### src/rtl/lwf_pkg.sv
package lwf_pkg;
  localparam int SMP_W  = 16;
  localparam int FRAC_W = 14;
  localparam int ACC_W  = 2 * SMP_W + 2;

  typedef logic signed [SMP_W-1:0] smp_t;
  typedef logic signed [ACC_W-1:0] acc_t;

  // signed product of two Q-format values, rounded to nearest, back at sample scale
  function automatic acc_t mul_rnd(input smp_t a, input smp_t b);
    acc_t p;
    p = acc_t'(a) * acc_t'(b);
    return (p + (acc_t'(1) <<< (FRAC_W - 1))) >>> FRAC_W;
  endfunction

  // clamp a wide value into the sample range
  function automatic smp_t sat(input acc_t v);
    acc_t hi;
    acc_t lo;
    hi = (acc_t'(1) <<< (SMP_W - 1)) - acc_t'(1);
    lo = -(acc_t'(1) <<< (SMP_W - 1));
    if (v > hi)      return smp_t'(hi);
    else if (v < lo) return smp_t'(lo);
    else             return smp_t'(v);
  endfunction
endpackage

### src/rtl/lwf_section.sv
module lwf_section
  import lwf_pkg::*;
#(
  parameter smp_t K = '0
) (
  input  smp_t top_i,
  input  smp_t dly_i,
  output smp_t top_o,
  output smp_t bot_o
);
  // one lattice butterfly: upper gets k times the delayed lower, lower gets k times upper minus delayed
  always_comb begin
    top_o = sat(acc_t'(top_i) + mul_rnd(K, dly_i));
    bot_o = sat(mul_rnd(K, top_i) - acc_t'(dly_i));
  end
endmodule

### src/rtl/lwf_stage.sv
module lwf_stage
  import lwf_pkg::*;
#(
  parameter int   NSEC = 2,
  parameter int   IDX  = 0,
  parameter smp_t K    = '0,
  localparam int  SV_W = NSEC * SMP_W
) (
  input  logic            clk,
  input  logic            rst_n,
  input  logic            adv,
  input  logic            vld_i,
  input  smp_t            top_i,
  input  smp_t            bot_i,
  input  logic            ld_i,
  input  logic [SV_W-1:0] sv_i,
  output logic            vld_o,
  output smp_t            top_o,
  output smp_t            bot_o,
  output logic            ld_o,
  output logic [SV_W-1:0] sv_o
);
  smp_t            dly_q;
  smp_t            dsel;
  smp_t            nx_top;
  smp_t            nx_bot;
  logic [SV_W-1:0] sv_nx;

  // a loaded context overrides the section's own history for this beat
  assign dsel = ld_i ? smp_t'(sv_i[IDX*SMP_W +: SMP_W]) : dly_q;

  // record the lower input of this beat as the section's new context slot
  always_comb begin
    sv_nx = sv_i;
    sv_nx[IDX*SMP_W +: SMP_W] = bot_i;
  end

  lwf_section #(.K(K)) sec_i (
    .top_i (top_i),
    .dly_i (dsel),
    .top_o (nx_top),
    .bot_o (nx_bot)
  );

  always_ff @(posedge clk or negedge rst_n) begin
    if (!rst_n) begin
      vld_o <= 1'b0;
      top_o <= '0;
      bot_o <= '0;
      ld_o  <= 1'b0;
      sv_o  <= '0;
      dly_q <= '0;
    end else if (adv) begin
      vld_o <= vld_i;
      if (vld_i) begin
        top_o <= nx_top;
        bot_o <= nx_bot;
        ld_o  <= ld_i;
        sv_o  <= sv_nx;
        dly_q <= bot_i;
      end
    end
  end


  stage_fill_chk: assert property (@(posedge clk) disable iff (!rst_n)
    (adv && vld_i) |=> vld_o);


  stage_hold_chk: assert property (@(posedge clk) disable iff (!rst_n)
    !adv |=> ($stable(vld_o) && $stable(top_o) && $stable(bot_o) && $stable(sv_o)));
endmodule

### src/rtl/lwf_out_scale.sv
module lwf_out_scale
  import lwf_pkg::*;
#(
  parameter smp_t SCALE = '0
) (
  input  smp_t top_i,
  input  smp_t bot_i,
  output smp_t low_o,
  output smp_t high_o
);
  always_comb begin
    low_o  = sat(mul_rnd(SCALE, top_i));
    high_o = sat(mul_rnd(SCALE, bot_i));
  end
endmodule

### src/rtl/lwf_lattice_core.sv
module lwf_lattice_core
  import lwf_pkg::*;
#(
  parameter int                      NSEC  = 2,
  parameter logic [NSEC*SMP_W-1:0]   K_VEC = 32'h24F3_9126,
  parameter smp_t                    SCALE = 16'sh1BB6,
  localparam int                     SV_W  = NSEC * SMP_W
) (
  input  logic                    clk,
  input  logic                    rst_n,
  input  logic                    in_valid,
  output logic                    in_ready,
  input  logic signed [SMP_W-1:0] in_even,
  input  logic signed [SMP_W-1:0] in_odd,
  input  logic                    state_load,
  input  logic [SV_W-1:0]         state_in,
  output logic                    out_valid,
  input  logic                    out_ready,
  output logic signed [SMP_W-1:0] out_low,
  output logic signed [SMP_W-1:0] out_high,
  output logic [SV_W-1:0]         state_out
);
  logic            vld_c [NSEC+1];
  smp_t            top_c [NSEC+1];
  smp_t            bot_c [NSEC+1];
  logic [SV_W-1:0] sv_c  [NSEC+1];
  logic            ld_c  [NSEC];
  logic            ld_unused;
  logic            adv;

  // whole pipeline moves together; it stalls only when a result waits
  assign adv      = !vld_c[NSEC] || out_ready;
  assign in_ready = adv;

  assign vld_c[0] = in_valid;
  assign top_c[0] = in_even;
  assign bot_c[0] = in_odd;
  assign sv_c[0]  = state_in;
  assign ld_c[0]  = state_load;

  for (genvar i = 0; i < NSEC; i++) begin : g_sec
    if (i < NSEC - 1) begin : g_mid
      lwf_stage #(.NSEC(NSEC), .IDX(i), .K(smp_t'(K_VEC[i*SMP_W +: SMP_W]))) stg_i (
        .clk   (clk),
        .rst_n (rst_n),
        .adv   (adv),
        .vld_i (vld_c[i]),
        .top_i (top_c[i]),
        .bot_i (bot_c[i]),
        .ld_i  (ld_c[i]),
        .sv_i  (sv_c[i]),
        .vld_o (vld_c[i+1]),
        .top_o (top_c[i+1]),
        .bot_o (bot_c[i+1]),
        .ld_o  (ld_c[i+1]),
        .sv_o  (sv_c[i+1])
      );
    end else begin : g_last
      lwf_stage #(.NSEC(NSEC), .IDX(i), .K(smp_t'(K_VEC[i*SMP_W +: SMP_W]))) stg_i (
        .clk   (clk),
        .rst_n (rst_n),
        .adv   (adv),
        .vld_i (vld_c[i]),
        .top_i (top_c[i]),
        .bot_i (bot_c[i]),
        .ld_i  (ld_c[i]),
        .sv_i  (sv_c[i]),
        .vld_o (vld_c[i+1]),
        .top_o (top_c[i+1]),
        .bot_o (bot_c[i+1]),
        .ld_o  (ld_unused),
        .sv_o  (sv_c[i+1])
      );
    end
  end

  lwf_out_scale #(.SCALE(SCALE)) scl_i (
    .top_i  (top_c[NSEC]),
    .bot_i  (bot_c[NSEC]),
    .low_o  (out_low),
    .high_o (out_high)
  );

  assign out_valid = vld_c[NSEC];
  assign state_out = sv_c[NSEC];


  out_stall_chk: assert property (@(posedge clk) disable iff (!rst_n)
    (out_valid && !out_ready) |=> (out_valid && $stable(out_low) && $stable(out_high) && $stable(state_out)));


  zero_scale_chk: assert property (@(posedge clk) disable iff (!rst_n)
    (out_valid && top_c[NSEC] == '0 && bot_c[NSEC] == '0) |-> (out_low == '0 && out_high == '0));
endmodule

### config.mk
export PLATFORM = sky130hd
export DESIGN_NAME = lwf_lattice_core
export DESIGN_NICKNAME = d
export VERILOG_FILES = /design/src/rtl/lwf_pkg.sv /design/src/rtl/lwf_section.sv /design/src/rtl/lwf_stage.sv /design/src/rtl/lwf_out_scale.sv /design/src/rtl/lwf_lattice_core.sv
export SDC_FILE = /design/constraint.sdc
export NUM_CORES = 2
export LEC_CHECK = 0
export ABC_AREA = 1
export BUFFER_PORTS_ARGS = -buffer_cell sky130_fd_sc_hd__buf_2
export CAP_MARGIN = 40
export CORE_UTILIZATION = 55
export CTS_BUF_LIST = sky130_fd_sc_hd__clkbuf_8
export DETAILED_ROUTE_END_ITERATION = 8
export MAX_ROUTING_LAYER = met4
export PLACE_DENSITY_LB_ADDON = 0.2
export REMOVE_ABC_BUFFERS = 1
export SLEW_MARGIN = 0
export SYNTH_ARGS = -nofsm -noshare
export SYNTH_HDL_FRONTEND = slang
export SYNTH_SLANG_ARGS = --single-unit
### constraint.sdc
create_clock -name clk -period 14.6 [get_ports clk]
set_input_delay 0.73 -clock clk [delete_from_list [all_inputs] [get_ports clk]]
set_output_delay 0.73 -clock clk [all_outputs]
set_load 0.01 [all_outputs]
# == After elaboration in Yosys (flattened, before gate mapping) ==
# Index checks and enable logic that the tools add are counted.
# totals
out_inout_bits,66
reg_bits,163
ramBits,0
rom_bits,0
inputBits,69
latch_bits,0
mem_count,0
# classes
magnitude_cmp,12
n_mul,6
bitwise,0
n_div,0
n_reduce_logical,4
shifts,0
n_mux,14
eq_ne,0
n_addsub,10
# op_table
op,n
$mux W16,14
$mul A15 B16 Y31 const A,4
$gt A20 B16 Y1 const B,4
$lt A20 B16 Y1 const B,4
$add A32 B15 Y33 const B,2
$add A31 B15 Y32 const B,2
$add A30 B15 Y31 const B,2
$mul A13 B16 Y29 const A,2
$gt A19 B16 Y1 const B,2
$lt A19 B16 Y1 const B,2
$add A16 B19 Y20,1
$sub A19 B16 Y20,1
$add A16 B18 Y19,1
$sub A18 B16 Y19,1
$reduce_and A2 Y1,2
$logic_not A1 Y1,1
$logic_or A1 B1 Y1,1

# == Longest topological paths before layout ==
# logic_depth
depth_word,7
mapped_depth,48
mapped_depth_nobuf,46

# == By module ==
# From an unflattened synthesis, not the netlist that was laid out.
# unflattened
cells_unflattened,5944
hier_area_um2,42851.1
# by_module_without_submodules
mod,area_each_um2,n_inst,cells_each
lwf_section at g_sec[1].g_last.stg_i.sec_i,12639.6,1,1710
lwf_section at g_sec[0].g_mid.stg_i.sec_i,12628.4,1,1866
lwf_out_scale,11985.2,1,1694
lwf_stage,2795.2,2,336
lwf_lattice_core,7.5,1,2

# == Least setup slack after synthesis ==
# Ideal clock, no wire load.
# synth_path
kind,in2reg
from,input state_load
to,register g_sec[0].g_mid.stg_i.top_o[10]
n_path_buf,3
slack_ps,6689
t_arrival_ps,7790
path_stages,39
cell_sequence,buf_2 > o21ai_2 > clkbuf_1 > ha_1 > ha_1 > ha_1 > fa_1 > fa_1 > inv_1 > fa_1 > inv_1 > ha_1 > nand2_1 > nor2_1 > nor3b_2 > nand2_1 > nand2_1 > nand2_1 > [... 3 more ...] > nand2_1 > nor3_2 > nand3b_1 > nand2_1 > inv_1 > ha_1 > nand2_1 > inv_1 > nand3_1 > nor3_1 > nand4_1 > nand4_1 > nand2_1 > nor2_1 > nand2_1 > a21oi_1 > buf_4 > a21oi_1
# synth_between
elab_chain_len,7
elab_cells_between_ends,8
# synth_lines
element,line_no,text
"start, declared",lwf_lattice_core.sv:15,"input logic state_load,"
$mux W16 *,lwf_stage.sv:30,assign dsel = ld_i ? smp_t'(sv_i[IDX*SMP_W +: SMP_W]) : dly_q;
$mul A15 B16 Y31 *,lwf_pkg.sv:12,p = acc_t'(a) * acc_t'(b);
$add A32 B15 Y33 *,lwf_pkg.sv:13,return (p + (acc_t'(1) <<< (FRAC_W - 1))) >>> FRAC_W;
$add A16 B19 Y20 *,lwf_section.sv:13,"top_o = sat(acc_t'(top_i) + mul_rnd(K, dly_i));"
$lt A20 B16 Y1,lwf_pkg.sv:23,else if (v < lo) return smp_t'(lo);
$mux W16,lwf_pkg.sv:23,
$mux W16 *,lwf_pkg.sv:22,if (v > hi) return smp_t'(hi);
"end signal, assigned",lwf_stage.sv:56,top_o <= nx_top;
"end, declared",lwf_stage.sv:18,"output smp_t top_o,"
# Mark *: on every way between the ends. The rest lies on a longest branch, timed or not.
# A chain may end at the register's enable or synchronous reset.

# == Final worst setup path ==
# layout_path
from,register g_sec[0].g_mid.stg_i.ld_o
to,register g_sec[1].g_last.stg_i.top_o[3]
# layout_between
elab_chain_len,7
elab_cells_between_ends,8
# layout_lines
element,line_no,text
"start, declared",lwf_stage.sv:20,"output logic ld_o,"
"start signal, assigned",lwf_stage.sv:58,ld_o <= ld_i;
$mux W16 *,lwf_stage.sv:30,
$mul A15 B16 Y31 *,lwf_pkg.sv:12,
$add A31 B15 Y32 *,lwf_pkg.sv:13,
$add A16 B18 Y19 *,lwf_section.sv:13,
$lt A19 B16 Y1,lwf_pkg.sv:23,
$mux W16,lwf_pkg.sv:23,
$mux W16 *,lwf_pkg.sv:22,
"end signal, assigned",lwf_stage.sv:56,
"end, declared",lwf_stage.sv:18,
# Marks and branches as above.

==> flow_metrics.py <==
metrics = {
    "outcome": {
        "status": "complete, no violations",
    },
    "global_route": {
        "grt-ovfl-total": 0,
        "grt_pass1_vias": 35000,
        "antenna_found_initial": 2,
        "grt_max_degree": 95,
        "grt_pass1_wl_um": 176000,
        "grt_usage": 0.298,
    },
    "critical_path": {
        "rr_worst_depth": 35,
        "crit_arrival_ns": 9.22,
        "startpoint_type": "register",
        "crit_top_cell": "nand2_1",
        "critical_path_class": "reg2reg",
        "slowest_delay_ns": 0.66,
        "r2r_start": "g_sec[0].g_mid.stg_i.ld_o",
        "worst_setup_path_end_kind": "register",
        "r2r_end": "g_sec[1].g_last.stg_i.top_o[3]",
        "crit_fanout": 19,
        "cp.required_ns": 15.06,
        "critical_path.slowest_cell": "o21ai_0",
        "rrSetupSlack_ns": 5.83,
    },
    "drt": {
        "ant_nets": 0,
        "drc": 0,
        "wl_um": 106000,
        "routedWlPerCell_um": 15.7,
        "drtPass1Iterations": 6,
        "drt-initial-drc-count": 2024,
        "vias": 35400,
        "via_per_inst": 5.24,
    },
    "place": {
        "hpwl_um": 94100,
        "place.gp.congestion": 0.962,
        "port_buffers": 134,
    },
    "clock_tree": {
        "clk_latency_ns": 0.54,
        "cts_tree": "yes",
        "clock_path_buffers": 2,
        "numCtsBuffers": 17,
        "path_clk_slew_ns": 0.08,
        "cts_resized": 0,
        "cts-root-buf": "clkbuf_8",
        "cts_sinks": 131,
        "htreeDepth": 4,
        "postCtsSetupRepairBufs": 0,
        "hold_buffers": 0,
    },
    "die": {
        "initial_utilization": 0.560,
        "fp.dieW_um": 275,
        "num_rows": 99,
        "io_pins": 135,
        "die_height_um": 275,
        "die_area_um2": 75800,
        "coreArea_um2": 73500,
    },
    "timing": {
        "setup_tns_ns": 0,
        "max_freq_mhz": 114,
        "finalHoldViolCount": 0,
        "worst_pin_slew_ns": 0.907,
        "fin_skew_ns": 0.0301,
        "period_minus_slack_ns": 8.77,
        "finalSetupViolCount": 0,
        "slew_violations": 0,
        "rsz0062_at_grt": "no",
        "slew_headroom": 0.395,
        "fin_crit_sh": 0.601,
    },
    "synthesis": {
        "avgSynthCellArea_um2": 7.25,
        "synth.area.top_cells": "ha_1 22%, fa_1 22%, nand2_1 13%",
        "ys_seq_area_frac": 0.0797,
        "synth.cell_area_um2": 41100,
        "synthCells": 5671,
        "yosysTopAreaCellShare": 0.223,
        "synth_cell_types": 57,
        "ys_ff_latch": 131,
        "synth.largest_area_cell": "ha_1",
        "yosys_warnings": 0,
    },
    "final_layout": {
        "seqCellArea_um2": 3280,
        "nFillCells": 7029,
        "multi_input_area_um2": 32900,
        "n_antenna_cell": 0,
        "area_growth_pct": 5.44,
        "fin_nets": 7051,
        "drive_above_1_share": 0.0517,
    },
    "hold_path": {
        "min_path_type": "in2async",
    },
    "job": {
        "maxCapViolCount": 0,
    },
}
-- cell usage in the layout (no fill, tap or decap), types with 3 or more instances in the layout --
cell type	count
o21ai_1	5
nand2_1	1422
or2_2	22
o31ai_1	4
nor3_1	36
buf_2	138
o21bai_1	34
a31oi_1	9
dfrtp_1	131
inv_2	9
inv_1	1247
nand2_2	25
nand3_2	8
nor2_2	21
clkinvlp_4	3
nor3_2	3
nor4_1	13
xnor2_1	82
o21a_1	6
o211ai_1	8
fa_1	454
o21ai_0	210
clkbuf_8	19
nand4_1	86
nand3b_1	20
nor2_1	322
buf_4	14
o21ai_2	4
nand3_1	217
xor2_1	149
nor2_4	7
a21o_1	18
a21oi_1	284
inv_6	4
a21boi_0	5
ha_1	733
-- area by class of cell --
type	count	area share
Clock buffer	19	0.00603
Clock inverter	13	0.00341
Inverter	1257	0.109
Multi-Input combinational cell	4234	0.759
Sequential cell	131	0.0756
Tap cell	959	0.0277
Timing Repair Buffer	154	0.0193
-- state kept, by name (all words and copies together) (netlist names) --
signal,cells
g_sec.g_mid.stg_i.top_o,16
g_sec.g_last.stg_i.bot_o,16
g_sec.g_last.stg_i.top_o,16
g_sec.g_last.stg_i.sv_o,16
g_sec.g_mid.stg_i.vld_o,1
g_sec.g_mid.stg_i.bot_o,16
g_sec.g_last.stg_i.vld_o,1
g_sec.g_last.stg_i.dly_q,16
g_sec.g_mid.stg_i.sv_o,17
g_sec.g_mid.stg_i.ld_o,1
g_sec.g_mid.stg_i.dly_q,15
-- per-layer routing --
metal  part of all wire  up-vias  global-route usage
met4              0.030        0              0.0896
li1                   -    17900                   -
met1               0.45    16800               0.376
met2               0.49      600               0.512
met3              0.026      123              0.0184
met5                  0        -                   -
-- cells in the mapped netlist, drive strengths merged --
library cell,instances
maj3,1
mux2i,1
nor4,13
clkinv,1
a211o,1
o221ai,1
o211ai,8
o21a,6
a21o,18
nand3,227
nor3b,3
nor3,39
o21bai,34
fa,454
a21boi,5
and3,2
nand3b,21
ha,733
nor2,351
and2,4
a31oi,9
or2,22
nand2,1448
o31ai,4
o21ai,219
nand2b,1
a31o,2
o221a,1
a21oi,286
a211oi,1
buf,14
inv,1256
dfrtp,131
xor2,151
clkbuf,35
nand4,86
xnor2,82
-- cells by family after synthesis --
| logic type | after synthesis | synth area share |
|---|---|---|
| compound gates | 595 | 0.0783 |
| xor+xnor | 233 | 0.0500 |
| fa+ha+maj | 1188 | 0.444 |
| buf+inv | 1306 | 0.120 |
| flops | 131 | 0.0797 |
| mux | 1 | 0.000243 |
| simple gates | 2217 | 0.227 |
-- critical path, delay by kind of cell (launching register included) --
family | cells | cell delay (ns)
xor+xnor | 2 | 0.45
flops | 1 | 0.58
fa+ha+maj | 8 | 3.66
compound gates | 5 | 1.53
buf+inv | 7 | 0.87
simple gates | 13 | 1.59
-- worst max path at each step --
stage / from / endpoint / slack (ns) / depth (start not counted)
after global placement: state_load / g_sec[0].g_mid.stg_i.top_o[7] / 5.29 / 38
after detailed placement: state_load / g_sec[0].g_mid.stg_i.top_o[7] / 5.51 / 40
after CTS: g_sec[0].g_mid.stg_i.ld_o / g_sec[1].g_last.stg_i.top_o[3] / 5.84 / 35
final: g_sec[0].g_mid.stg_i.ld_o / g_sec[1].g_last.stg_i.top_o[3] / 5.83 / 35
after floorplan: g_sec[0].g_mid.stg_i.ld_o / g_sec[1].g_last.stg_i.top_o[0] / 6.48 / 35
after global routing: state_load / g_sec[0].g_mid.stg_i.top_o[5] / 5.14 / 40
-- stage by stage --
stage                     instances  instance area [um2]  hold WS [ns]  setup slack, ns   util
after detailed placement       6735                42900         0.459             5.51  0.585
after CTS                      6767                43300         0.299             5.84  0.590
after global routing           6767                43300         0.339             5.14  0.590
after floorplan                5622                40900         0.432             6.48      -
after global placement         6728                42900         0.458             5.29  0.584
final                          6767                43300         0.281             5.83  0.590
Power is left out: the tool's default activity adds up to more than one toggle a clock period on the data nets, which glitch-free logic cannot reach.
